`src/rtl/dma_irq_pkg.sv`:
```
package dma_irq_pkg;
  localparam int unsigned ST_W   = 4;
  localparam int unsigned ST_EOT = 0;
  localparam int unsigned ST_EOM = 1;
  localparam int unsigned ST_BOF = 2;
  localparam int unsigned ST_COF = 3;

  localparam int unsigned FC_EN_BIT  = 6;
  localparam int unsigned FC_CLR_BIT = 7;

  typedef enum logic [1:0] {
    RA_STAT = 2'd0,
    RA_ENAB = 2'd1,
    RA_MODE = 2'd2,
    RA_FCNT = 2'd3
  } reg_addr_e;
endpackage

```
`src/rtl/dma_bof_detect.sv`:
```
module dma_bof_detect #(
  parameter int unsigned AW = 24
) (
  input  logic          req_i,
  input  logic [AW-1:0] cur_i,
  input  logic [AW-1:0] err_i,
  output logic          hit_o
);
  assign hit_o = req_i && (cur_i == err_i);
endmodule

```
`src/rtl/dma_frame_cnt.sv`:
```
module dma_frame_cnt #(
  parameter int unsigned CNT_W = 4
) (
  input  logic             clk_i,
  input  logic             rst_ni,
  input  logic             inc_i,
  input  logic             dec_i,
  input  logic             clr_i,
  output logic [CNT_W-1:0] cnt_o,
  output logic             ovf_o
);
  localparam logic [CNT_W-1:0] CNT_MAX = '1;

  logic [CNT_W-1:0] cnt_q;
  logic             dec_eff;

  // nothing to retire at zero
  assign dec_eff = dec_i && (cnt_q != '0);
  assign ovf_o   = inc_i && !dec_eff && !clr_i && (cnt_q == CNT_MAX);
  assign cnt_o   = cnt_q;

  always_ff @(posedge clk_i or negedge rst_ni) begin
    if (!rst_ni)                                          cnt_q <= '0;
    else if (clr_i)                                       cnt_q <= '0;
    else if (inc_i && !dec_eff && (cnt_q != CNT_MAX))     cnt_q <= cnt_q + 1'b1;
    else if (dec_eff && !inc_i)                           cnt_q <= cnt_q - 1'b1;
  end

  a_r8_clear_empties: assert property (@(posedge clk_i) disable iff (!rst_ni)
    clr_i |=> (cnt_q == '0));
  a_r5_saturate: assert property (@(posedge clk_i) disable iff (!rst_ni)
    (inc_i && !dec_i && !clr_i && cnt_q == CNT_MAX) |=> (cnt_q == CNT_MAX));
  a_r7_no_underflow: assert property (@(posedge clk_i) disable iff (!rst_ni)
    (dec_i && !inc_i && !clr_i && cnt_q == '0) |=> (cnt_q == '0));
  a_r6_inc_step: assert property (@(posedge clk_i) disable iff (!rst_ni)
    (inc_i && !dec_i && !clr_i && cnt_q != CNT_MAX) |=> (cnt_q == $past(cnt_q) + 1'b1));
  a_r9_hold_idle: assert property (@(posedge clk_i) disable iff (!rst_ni)
    (!inc_i && !dec_i && !clr_i) |=> $stable(cnt_q));
endmodule

```
`src/rtl/dma_irq_regs.sv`:
```
module dma_irq_regs
  import dma_irq_pkg::*;
#(
  parameter int unsigned CNT_W = 4
) (
  input  logic             clk_i,
  input  logic             rst_ni,
  input  logic             we_i,
  input  logic [1:0]       addr_i,
  input  logic [7:0]       wdata_i,
  input  logic [ST_W-1:0]  status_i,
  input  logic [CNT_W-1:0] cnt_i,
  output logic [ST_W-1:0]  en_o,
  output logic             chained_o,
  output logic             cnt_en_o,
  output logic [ST_W-1:0]  w1c_o,
  output logic             cnt_clr_o,
  output logic [7:0]       rdata_o
);
  reg_addr_e       ra;
  logic [ST_W-1:0] en_q;
  logic            chained_q;
  logic            cnt_en_q;
  logic            unused_wdata;

  assign ra           = reg_addr_e'(addr_i);
  assign unused_wdata = ^wdata_i[5:4];

  always_ff @(posedge clk_i or negedge rst_ni) begin
    if (!rst_ni) begin
      en_q      <= '0;
      chained_q <= 1'b0;
      cnt_en_q  <= 1'b0;
    end else if (we_i) begin
      case (ra)
        RA_ENAB: en_q      <= wdata_i[ST_W-1:0];
        RA_MODE: chained_q <= wdata_i[0];
        RA_FCNT: cnt_en_q  <= wdata_i[FC_EN_BIT];
        default: ;
      endcase
    end
  end

  assign w1c_o     = (we_i && ra == RA_STAT) ? wdata_i[ST_W-1:0] : '0;
  assign cnt_clr_o = we_i && (ra == RA_FCNT) && wdata_i[FC_CLR_BIT];
  assign en_o      = en_q;
  assign chained_o = chained_q;
  assign cnt_en_o  = cnt_en_q;

  always_comb begin
    rdata_o = '0;
    case (ra)
      RA_STAT: rdata_o[ST_W-1:0] = status_i;
      RA_ENAB: rdata_o[ST_W-1:0] = en_q;
      RA_MODE: rdata_o[0]        = chained_q;
      RA_FCNT: begin
        rdata_o[CNT_W-1:0] = cnt_i;
        rdata_o[FC_EN_BIT] = cnt_en_q;
      end
      default: ;
    endcase
  end

  a_r12_enab_wr: assert property (@(posedge clk_i) disable iff (!rst_ni)
    (we_i && ra == RA_ENAB) |=> (en_q == $past(wdata_i[ST_W-1:0])));
  a_r12_mode_wr: assert property (@(posedge clk_i) disable iff (!rst_ni)
    (we_i && ra == RA_MODE) |=> (chained_q == $past(wdata_i[0])));
endmodule

```
`src/rtl/dma_irq_flags.sv`:
```
module dma_irq_flags
  import dma_irq_pkg::*;
(
  input  logic            clk_i,
  input  logic            rst_ni,
  input  logic [ST_W-1:0] set_i,
  input  logic [ST_W-1:0] w1c_i,
  input  logic            cnt_en_i,
  input  logic            cnt_nz_i,
  output logic [ST_W-1:0] status_o
);
  logic [ST_W-1:0] flag_q;
  logic [ST_W-1:0] clr;

  always_comb begin
    clr = w1c_i;
    // queued mode: write-1 on frame-end retires a count, not the flag
    if (cnt_en_i) clr[ST_EOM] = 1'b0;
  end

  for (genvar i = 0; i < ST_W; i++) begin : g_flag
    always_ff @(posedge clk_i or negedge rst_ni) begin
      if (!rst_ni)       flag_q[i] <= 1'b0;
      else if (set_i[i]) flag_q[i] <= 1'b1;
      else if (clr[i])   flag_q[i] <= 1'b0;
    end
  end

  always_comb begin
    status_o         = flag_q;
    status_o[ST_EOM] = cnt_en_i ? cnt_nz_i : flag_q[ST_EOM];
  end

  a_r2_eot_set: assert property (@(posedge clk_i) disable iff (!rst_ni)
    set_i[ST_EOT] |=> flag_q[ST_EOT]);
  a_r4_bof_set: assert property (@(posedge clk_i) disable iff (!rst_ni)
    set_i[ST_BOF] |=> flag_q[ST_BOF]);
  a_r2_write0_keeps: assert property (@(posedge clk_i) disable iff (!rst_ni)
    (flag_q[ST_EOT] && !w1c_i[ST_EOT]) |=> flag_q[ST_EOT]);
  a_r5_cof_sticky: assert property (@(posedge clk_i) disable iff (!rst_ni)
    (flag_q[ST_COF] && !w1c_i[ST_COF]) |=> flag_q[ST_COF]);
endmodule

```
`src/rtl/dma_irq_stat.sv`:
```
module dma_irq_stat
  import dma_irq_pkg::*;
#(
  parameter int unsigned AW    = 24,
  parameter int unsigned CNT_W = 4
) (
  input  logic          clk_i,
  input  logic          rst_ni,
  input  logic          frame_done_i,
  input  logic          xfer_done_i,
  input  logic          xfer_req_i,
  input  logic [AW-1:0] cur_desc_i,
  input  logic [AW-1:0] err_desc_i,
  input  logic          reg_we_i,
  input  logic [1:0]    reg_addr_i,
  input  logic [7:0]    reg_wdata_i,
  output logic [7:0]    reg_rdata_o,
  output logic          err_irq_o,
  output logic          norm_irq_o
);
  localparam logic [ST_W-1:0] ERR_MASK  = (ST_W'(1) << ST_BOF) | (ST_W'(1) << ST_COF);
  localparam logic [ST_W-1:0] NORM_MASK = (ST_W'(1) << ST_EOT) | (ST_W'(1) << ST_EOM);

  logic [ST_W-1:0]  en, w1c, status, set;
  logic             chained, cnt_en, cnt_clr, bof_hit, frame_ev, ovf;
  logic [CNT_W-1:0] cnt;
  logic             err_q, norm_q;

  dma_bof_detect #(.AW(AW)) u_bof (
    .req_i (xfer_req_i),
    .cur_i (cur_desc_i),
    .err_i (err_desc_i),
    .hit_o (bof_hit)
  );

  dma_irq_regs #(.CNT_W(CNT_W)) u_regs (
    .clk_i     (clk_i),
    .rst_ni    (rst_ni),
    .we_i      (reg_we_i),
    .addr_i    (reg_addr_i),
    .wdata_i   (reg_wdata_i),
    .status_i  (status),
    .cnt_i     (cnt),
    .en_o      (en),
    .chained_o (chained),
    .cnt_en_o  (cnt_en),
    .w1c_o     (w1c),
    .cnt_clr_o (cnt_clr),
    .rdata_o   (reg_rdata_o)
  );

  // frame events exist only in chained-block mode
  assign frame_ev = frame_done_i && chained;

  dma_frame_cnt #(.CNT_W(CNT_W)) u_cnt (
    .clk_i  (clk_i),
    .rst_ni (rst_ni),
    .inc_i  (frame_ev && cnt_en),
    .dec_i  (w1c[ST_EOM] && cnt_en),
    .clr_i  (cnt_clr),
    .cnt_o  (cnt),
    .ovf_o  (ovf)
  );

  always_comb begin
    set         = '0;
    set[ST_EOT] = xfer_done_i;
    set[ST_EOM] = frame_ev && !cnt_en;
    set[ST_BOF] = bof_hit;
    set[ST_COF] = ovf;
  end

  dma_irq_flags u_flags (
    .clk_i    (clk_i),
    .rst_ni   (rst_ni),
    .set_i    (set),
    .w1c_i    (w1c),
    .cnt_en_i (cnt_en),
    .cnt_nz_i (cnt != '0),
    .status_o (status)
  );

  always_ff @(posedge clk_i or negedge rst_ni) begin
    if (!rst_ni) begin
      err_q  <= 1'b0;
      norm_q <= 1'b0;
    end else begin
      err_q  <= |(status & en & ERR_MASK);
      norm_q <= |(status & en & NORM_MASK);
    end
  end

  assign err_irq_o  = err_q;
  assign norm_irq_o = norm_q;

  a_r10_err_bof: assert property (@(posedge clk_i) disable iff (!rst_ni)
    (status[ST_BOF] && en[ST_BOF]) |=> err_irq_o);
  a_r10_err_cof: assert property (@(posedge clk_i) disable iff (!rst_ni)
    (status[ST_COF] && en[ST_COF]) |=> err_irq_o);
  a_r10_norm_eot: assert property (@(posedge clk_i) disable iff (!rst_ni)
    (status[ST_EOT] && en[ST_EOT]) |=> norm_irq_o);
  a_r11_err_drop: assert property (@(posedge clk_i) disable iff (!rst_ni)
    ((status & en & ERR_MASK) == '0) |=> !err_irq_o);
  a_r3_single_no_count: assert property (@(posedge clk_i) disable iff (!rst_ni)
    (frame_done_i && !chained && !cnt_clr && !w1c[ST_EOM]) |=> $stable(cnt));
endmodule

```
`config.mk`:
```
export PLATFORM = sky130hd
export DESIGN_NAME = dma_irq_stat
export DESIGN_NICKNAME = d
export VERILOG_FILES = /design/src/rtl/dma_irq_pkg.sv /design/src/rtl/dma_bof_detect.sv /design/src/rtl/dma_frame_cnt.sv /design/src/rtl/dma_irq_regs.sv /design/src/rtl/dma_irq_flags.sv /design/src/rtl/dma_irq_stat.sv
export SDC_FILE = /design/constraint.sdc
export NUM_CORES = 1
export LEC_CHECK = 0
export BUFFER_PORTS_ARGS = -buffer_cell sky130_fd_sc_hd__clkbuf_2
export CORE_ASPECT_RATIO = 2
export CORE_MARGIN = 4
export CORE_UTILIZATION = 40
export DETAILED_ROUTE_END_ITERATION = 8
export GPL_ROUTABILITY_DRIVEN = 1
export PLACE_DENSITY = 0.79
export REMOVE_ABC_BUFFERS = 1
export SYNTH_ARGS = -nofsm -noshare
export SYNTH_HDL_FRONTEND = slang
export SYNTH_SLANG_ARGS = --single-unit
```
`constraint.sdc`:
```
create_clock -name clk_i -period 4.2 [get_ports clk_i]
set_input_delay 0.21 -clock clk_i [delete_from_list [all_inputs] [get_ports clk_i]]
set_output_delay 0.21 -clock clk_i [all_outputs]
set_load 0.005 [all_outputs]
```
==> results of run 1 <==
[per-stage QoR]
step / hold WS [ns] / util / std cells / total power [mW]
2_1_floorplan: -0.0856 / - / 122 / 0.394
3_3_place_gp: 0.155 / 0.534 / 220 / 0.477
3_5_place_dp: 0.154 / 0.534 / 220 / 0.489
4_1_cts: 0.141 / 0.551 / 224 / 0.603
5_1_grt: 0.142 / 0.551 / 224 / 0.640
6_report: 0.141 / 0.551 / 224 / 0.600
[worst max path at each step]
stage	from	to	slack, ns
floorplan	u_cnt.cnt_o[1]	u_cnt.cnt_o[3]	1.64
global placement	u_cnt.cnt_o[1]	u_cnt.cnt_o[3]	1.47
detailed placement	u_cnt.cnt_o[1]	u_cnt.cnt_o[3]	1.42
CTS	u_cnt.cnt_o[1]	u_cnt.cnt_o[3]	1.37
global route	u_cnt.cnt_o[1]	u_cnt.cnt_o[3]	1.28
finish	u_cnt.cnt_o[1]	u_cnt.cnt_o[3]	1.37
[kinds of logic (layout without fill, tap and decap cells)]
family,after synthesis,after routing
mux,14,14
buf+inv,10,76
flops,16,16
xor+xnor,25,25
compound gates,17,17
other cells,1,3
simple gates,40,40
fa+ha+maj,3,3
[per-layer routing]
metal / vias up / global-route usage / share of wire / wire length, um
met4: 0 / 0.0730 / 0.014 / 43
met1: 574 / 0.161 / 0.31 / 959
met3: 2 / 0.0353 / 0.075 / 235
li1: 584 / - / - / -
met5: - / 0 / 0 / 0
met2: 55 / 0.322 / 0.61 / 1900
[flip-flops by register name, summed over array words and instances (netlist names)]
signal,flops
u_cnt.cnt_o,4
u_regs.en_o,4
norm_irq_o,1
u_flags.flag_q,1
err_irq_o,1
u_regs.chained_o,1
u_regs.cnt_en_o,1
u_flags.status_o,3
[cells in the mapped netlist (2+ instances only)]
library cell  instances
and3_1                2
ha_1                  2
mux2i_1               7
clkbuf_1              2
o21ai_0               5
xnor2_1              25
nand2_1              12
a22o_1                3
nand3b_1              2
a21o_1                2
buf_4                 3
inv_1                 4
mux2_1                6
nand2b_1              2
nand3_1               6
nand4_1               7
dfrtp_1              16
[cells in the final DEF (no fill, tap or decap), drive strengths merged, types with 2 or more instances in the layout]
master,n
xnor2,25
nand2,12
a21o,2
mux2,6
conb,3
nand3b,2
nor4,2
a22o,3
mux2i,7
nand3,6
nand2b,2
dfrtp,16
ha,2
and3,2
clkbuf,71
inv,4
o21ai,6
nand4,8
[power groups by stage]
stage	clock network, mW	registers, mW	logic, mW
6_report	0.112	0.244	0.244
2_1_floorplan	0	0.229	0.165
5_1_grt	0.119	0.249	0.273
3_5_place_dp	0	0.243	0.246
4_1_cts	0.114	0.241	0.248
3_3_place_gp	0	0.240	0.236
[area by class of cell]
type                       count  area, um^2
inverter                       4        15.0
timing repair buffer          69         350
tap                           30        37.5
sequential                    16         400
fill                         257        1340
multi-input combinational    102         797
clock buffer                   3        41.3
==> results.ini, run 1 <==
[detailed_routing]
postRouteAntennaNets=0
dr.pass1.iters=4
drt-initial-drc-count=30
drt_wl_total_um=3140
drc=0
routedWlPerCell_um=14.0
vias_per_cell=5.42
vias=1215

[layout]
n_antenna_cell=0
layout-drive-gt1-share=0.397
area_growth_syn_to_layout_pct=32.4
design_area_um2=1640
final_nets=263

[sta]
setup_viol=0
skew_ns=0.00176
finalHoldViolations=0
rsz0062_at_grt=false
min_period_ns=2.83
period_share=0.674
fmax_mhz=353
slew_violations=0
setup_ws_ns=1.37
final.setup.tns_ns=0

[setup_path]
start_kind=flop
cp_num_buf_inv=0
slowest_delay_ns=0.58
cp_cell_sequence=or4_4 -> a31oi_1 -> nand2_1 -> ha_1 -> and3_1 -> or3b_1 -> o22ai_1 -> mux2i_1
timing.rr.end=u_cnt.cnt_o[3]
path_delay_family=simple AND/OR/NAND/NOR gates
cp_max_fo=7
slowest_stage=or4_4
required_ns=4.37
cp_data_arrival_time_ns=3.00
setup.worst_path.class=reg2reg
r2r_setup_slack_ns=1.37
timing.rr.start=u_cnt.cnt_o[1]
path_depth=8
reg2regPathDepth=8
endpoint_kind=flop

[synthesis]
synth_area_per_cell_um2=9.84
ys_seq_area_frac=0.323
synth_top_family_by_area=simple AND/OR/NAND/NOR gates
synth-compound-area-share=0.0959
syn_inst=126
synth_edf_count=0
yosys.area_share.xor_xnor=0.177
ys_types=37
ys_ff_latch=16
ys_warn_count=0
yosys.area_share.simple=0.196
synthMuxAreaShare=0.129
yosysTopAreaCell=dfrtp_1
synth_area_um2=1240
synth-adder-area-share=0.0363
yosysTopAreaCellShare=0.323
synth.area.top_cells=dfrtp_1, xnor2_1, mux2i_1, mux2_1, nand2_1
async_flop_share=1.00
ys.flop_type=dfrtp_1

[clock_tree]
h-tree-depth=1
cts_tree=built
cts_num_sinks=16
cts_resized=0
cts_setup_buffers=0
cts_buffer_depth=2
cts-buffers-inserted=3
ctsHoldBuffers=1
insertion_delay_ns=0.24
cts-root-buf=clkbuf_8
path_clk_slew_ns=0.06

[flow_run]
maxCapViolations=0

[placed_design]
preCtsSetupSlack_ns=1.42
postPlaceCellArea_um2=1590
dp_hpwl_um=2760
numPortBuffers=68
place.gp.congestion=0.771

[die]
ios=74
core_area_um2=2980
die_w_um=47.4
rows=28
initial_core_util=0.416
die-area_um2=4110
die_h_um=86.7

[pwr]
intPower_uw=388
power.switching_uw=212
combPwrFrac=0.407
p_sw_frac=0.354
cellPowerDensity_nw_per_um2=365
peakVddDrop_mv=0.228
clock_power_share=0.187
seqPwrFrac=0.406
p_leak_nw=0.789

[run_status]
status=finished clean

[global_route]
first_global_vias=1286
overflow=0
antenna_found_initial=0
grt_max_degree=17
grt_pass1_wl_um=5150
track_usage=0.171

[hold_path]
holdPathEnd=u_flags.status_o[0]
hp-class=in2reg
min-delay-start=xfer_done_i
worst_hold_path.num_cells=2

No activity file was read; power rests on OpenSTA's default activity.
==> inputs of run 2 (changes only) <==
clock period = 2.9 ns   (was 4.2 ns; I/O delays follow)
==> run 2 against run 1 <==
  * Power increased by 50%
  * Clock skew increased by 0.0030 ns
  * Sequential share of layout area decreased by 0.44 points
  * Core utilization increased by 1.0 points
  * Critical endpoint unchanged
==> results.ini, run 2 (synthesis results as in run 1) <==
[sta]
holdWs_ns=0.0774  ; -0.0638 ns
slew_violations=0  ; unchanged
min_period_ns=2.70  ; -0.131 ns
skew_ns=0.00475  ; +0.00299 ns
rsz0062_at_grt=false
period_share=0.931  ; +0.257
fmax_mhz=370  ; +4.9%
setup_ws_ns=0.200  ; -1.17 ns
final.setup.tns_ns=0  ; unchanged
setup_viol=0  ; unchanged
finalHoldViolations=0  ; unchanged

[detailed_routing]
drt-initial-drc-count=40  ; +33%
vias=1231  ; +1.3%
vias_per_cell=5.40  ; -0.46%
drc=0  ; unchanged
postRouteAntennaNets=0  ; unchanged
dr.pass1.iters=4  ; unchanged
drt_wl_total_um=3370  ; +7.4%
routedWlPerCell_um=14.8  ; +5.5%

[hold_path]
hp-class=in2reg
worst_hold_path.num_cells=2  ; unchanged
min-delay-start=xfer_done_i
holdPathEnd=u_flags.status_o[0]

[placed_design]
postPlaceCellArea_um2=1620  ; +1.9%
preCtsSetupSlack_ns=0.217  ; -1.20 ns
dp_hpwl_um=2980  ; +7.9%
place.gp.congestion=0.812  ; +5.3%
dp_cells=224  ; +1.8%
numPortBuffers=68  ; unchanged

[die]
ios=74  ; unchanged
rows=28  ; unchanged
core_area_um2=2980  ; unchanged
die_w_um=47.4  ; unchanged
die-area_um2=4110  ; unchanged
initial_core_util=0.416  ; unchanged
die_h_um=86.7  ; unchanged

[clock_tree]
insertion_delay_ns=0.24  ; about the same
path_clk_slew_ns=0.06  ; about the same
cts_tree=built
cts_num_sinks=16  ; unchanged
cts_buffer_depth=2  ; unchanged
h-tree-depth=1  ; unchanged
cts-root-buf=clkbuf_8
cts-buffers-inserted=3  ; unchanged
cts_setup_buffers=0  ; unchanged

[setup_path]
path_delay_family=simple AND/OR/NAND/NOR gates
cp_num_buf_inv=0  ; unchanged
required_ns=3.07  ; -1.30 ns
cp_data_arrival_time_ns=2.87  ; -0.13 ns
cp_max_fo=3  ; -4
r2r_setup_slack_ns=0.20  ; -1.17 ns
setup.worst_path.class=reg2reg
start_kind=flop
reg2regPathDepth=8  ; unchanged
endpoint_kind=flop
cp_cell_sequence=or4_4 -> a31oi_1 -> nand2_1 -> ha_1 -> and3_1 -> or3b_1 -> o22ai_1 -> mux2i_1
slowest_stage=or4_4
timing.rr.start=u_cnt.cnt_o[1]
timing.rr.end=u_cnt.cnt_o[3]
slowest_delay_ns=0.54  ; -0.04 ns

[pwr]
cellPowerDensity_nw_per_um2=540  ; +48%
clock_power_share=0.176  ; -0.011
intPower_uw=587  ; +51%
power.switching_uw=315  ; +48%
p_leak_nw=0.810  ; +2.6%
p_sw_frac=0.349  ; -0.00445
seqPwrFrac=0.357  ; -0.049
peakVddDrop_mv=0.415  ; +82%
combPwrFrac=0.467  ; +0.060

[layout]
final_cell_mix=clkbuf_2, xnor2_1, dfrtp_1, nand2_1
n_antenna_cell=0  ; unchanged
layout-drive-gt1-share=0.409  ; +0.0122
area_growth_syn_to_layout_pct=34.8
design_area_um2=1670  ; +1.8%
finalNonFillerCells=228  ; +1.8%
multi_input_area_um2=797  ; unchanged
fill_cells=265  ; +3.1%
seq_area_um2=400  ; unchanged
final_common_cell=clkbuf_2
final_nets=267  ; +1.5%

[global_route]
first_global_vias=1365  ; +6.1%
grt_max_degree=17  ; unchanged
overflow=0  ; unchanged
antenna_found_initial=0  ; unchanged
grt_pass1_wl_um=5510  ; +7.0%
track_usage=0.188  ; +0.0167

[flow_run]
maxCapViolations=0  ; unchanged

[run_status]
status=finished clean

[run 2: cell types whose count changed in the layout (fill, tap and decap cells not counted), sizes merged]
cell	delta
buf	+4
[run 2: what timing repair did]
item	4_1_cts	5_1_grt
setup endpoints to repair	0	0
hold buffers	1	0
endpoints found under the hold margin	16	0
gates resized for setup	0	0
[run 2: per-layer routing]
metal  wire length (um)  GRT usage  up-vias
met4                163      0.111        0
met2               1980      0.350       65
met5                  0          0        -
li1                   -          -      594
met3                240     0.0333       11
met1                984      0.168      561
[run 2: worst max-delay path by stage]
| stage | slack (ns) | from | cells past startpoint | end |
|---|---|---|---|---|
| 2_1_floorplan | 0.34 | u_cnt.cnt_o[1] | 8 | u_cnt.cnt_o[3] |
| 3_3_place_gp | 0.32 | u_cnt.cnt_o[1] | 8 | u_cnt.cnt_o[3] |
| 3_5_place_dp | 0.22 | u_cnt.cnt_o[1] | 8 | u_cnt.cnt_o[3] |
| 4_1_cts | 0.21 | u_cnt.cnt_o[1] | 8 | u_cnt.cnt_o[3] |
| 5_1_grt | 0.08 | u_cnt.cnt_o[1] | 8 | u_cnt.cnt_o[3] |
| 6_report | 0.20 | u_cnt.cnt_o[1] | 8 | u_cnt.cnt_o[3] |
[run 2: per-stage QoR]
stage,utilization,power (mW)
final,0.561,0.902
after global routing,0.561,0.968
after CTS,0.561,0.906
after detailed placement,0.544,0.745
after global placement,0.544,0.729
after floorplan,-,0.571
[run 2: area by class of cell]
cell class	count	area share
clock buffer	3	0.0247
inverter	4	0.00898
multi-input combinational	102	0.477
sequential	16	0.240
tap	30	0.0225
timing repair buffer	73	0.228
[run 2: power groups by stage]
stage | Clock (mW) | Combinational [mW] | Sequential (mW)
2_1_floorplan | 0 | 0.240 | 0.331
3_3_place_gp | 0 | 0.409 | 0.320
3_5_place_dp | 0 | 0.420 | 0.325
4_1_cts | 0.162 | 0.422 | 0.322
5_1_grt | 0.169 | 0.471 | 0.329
6_report | 0.159 | 0.421 | 0.322
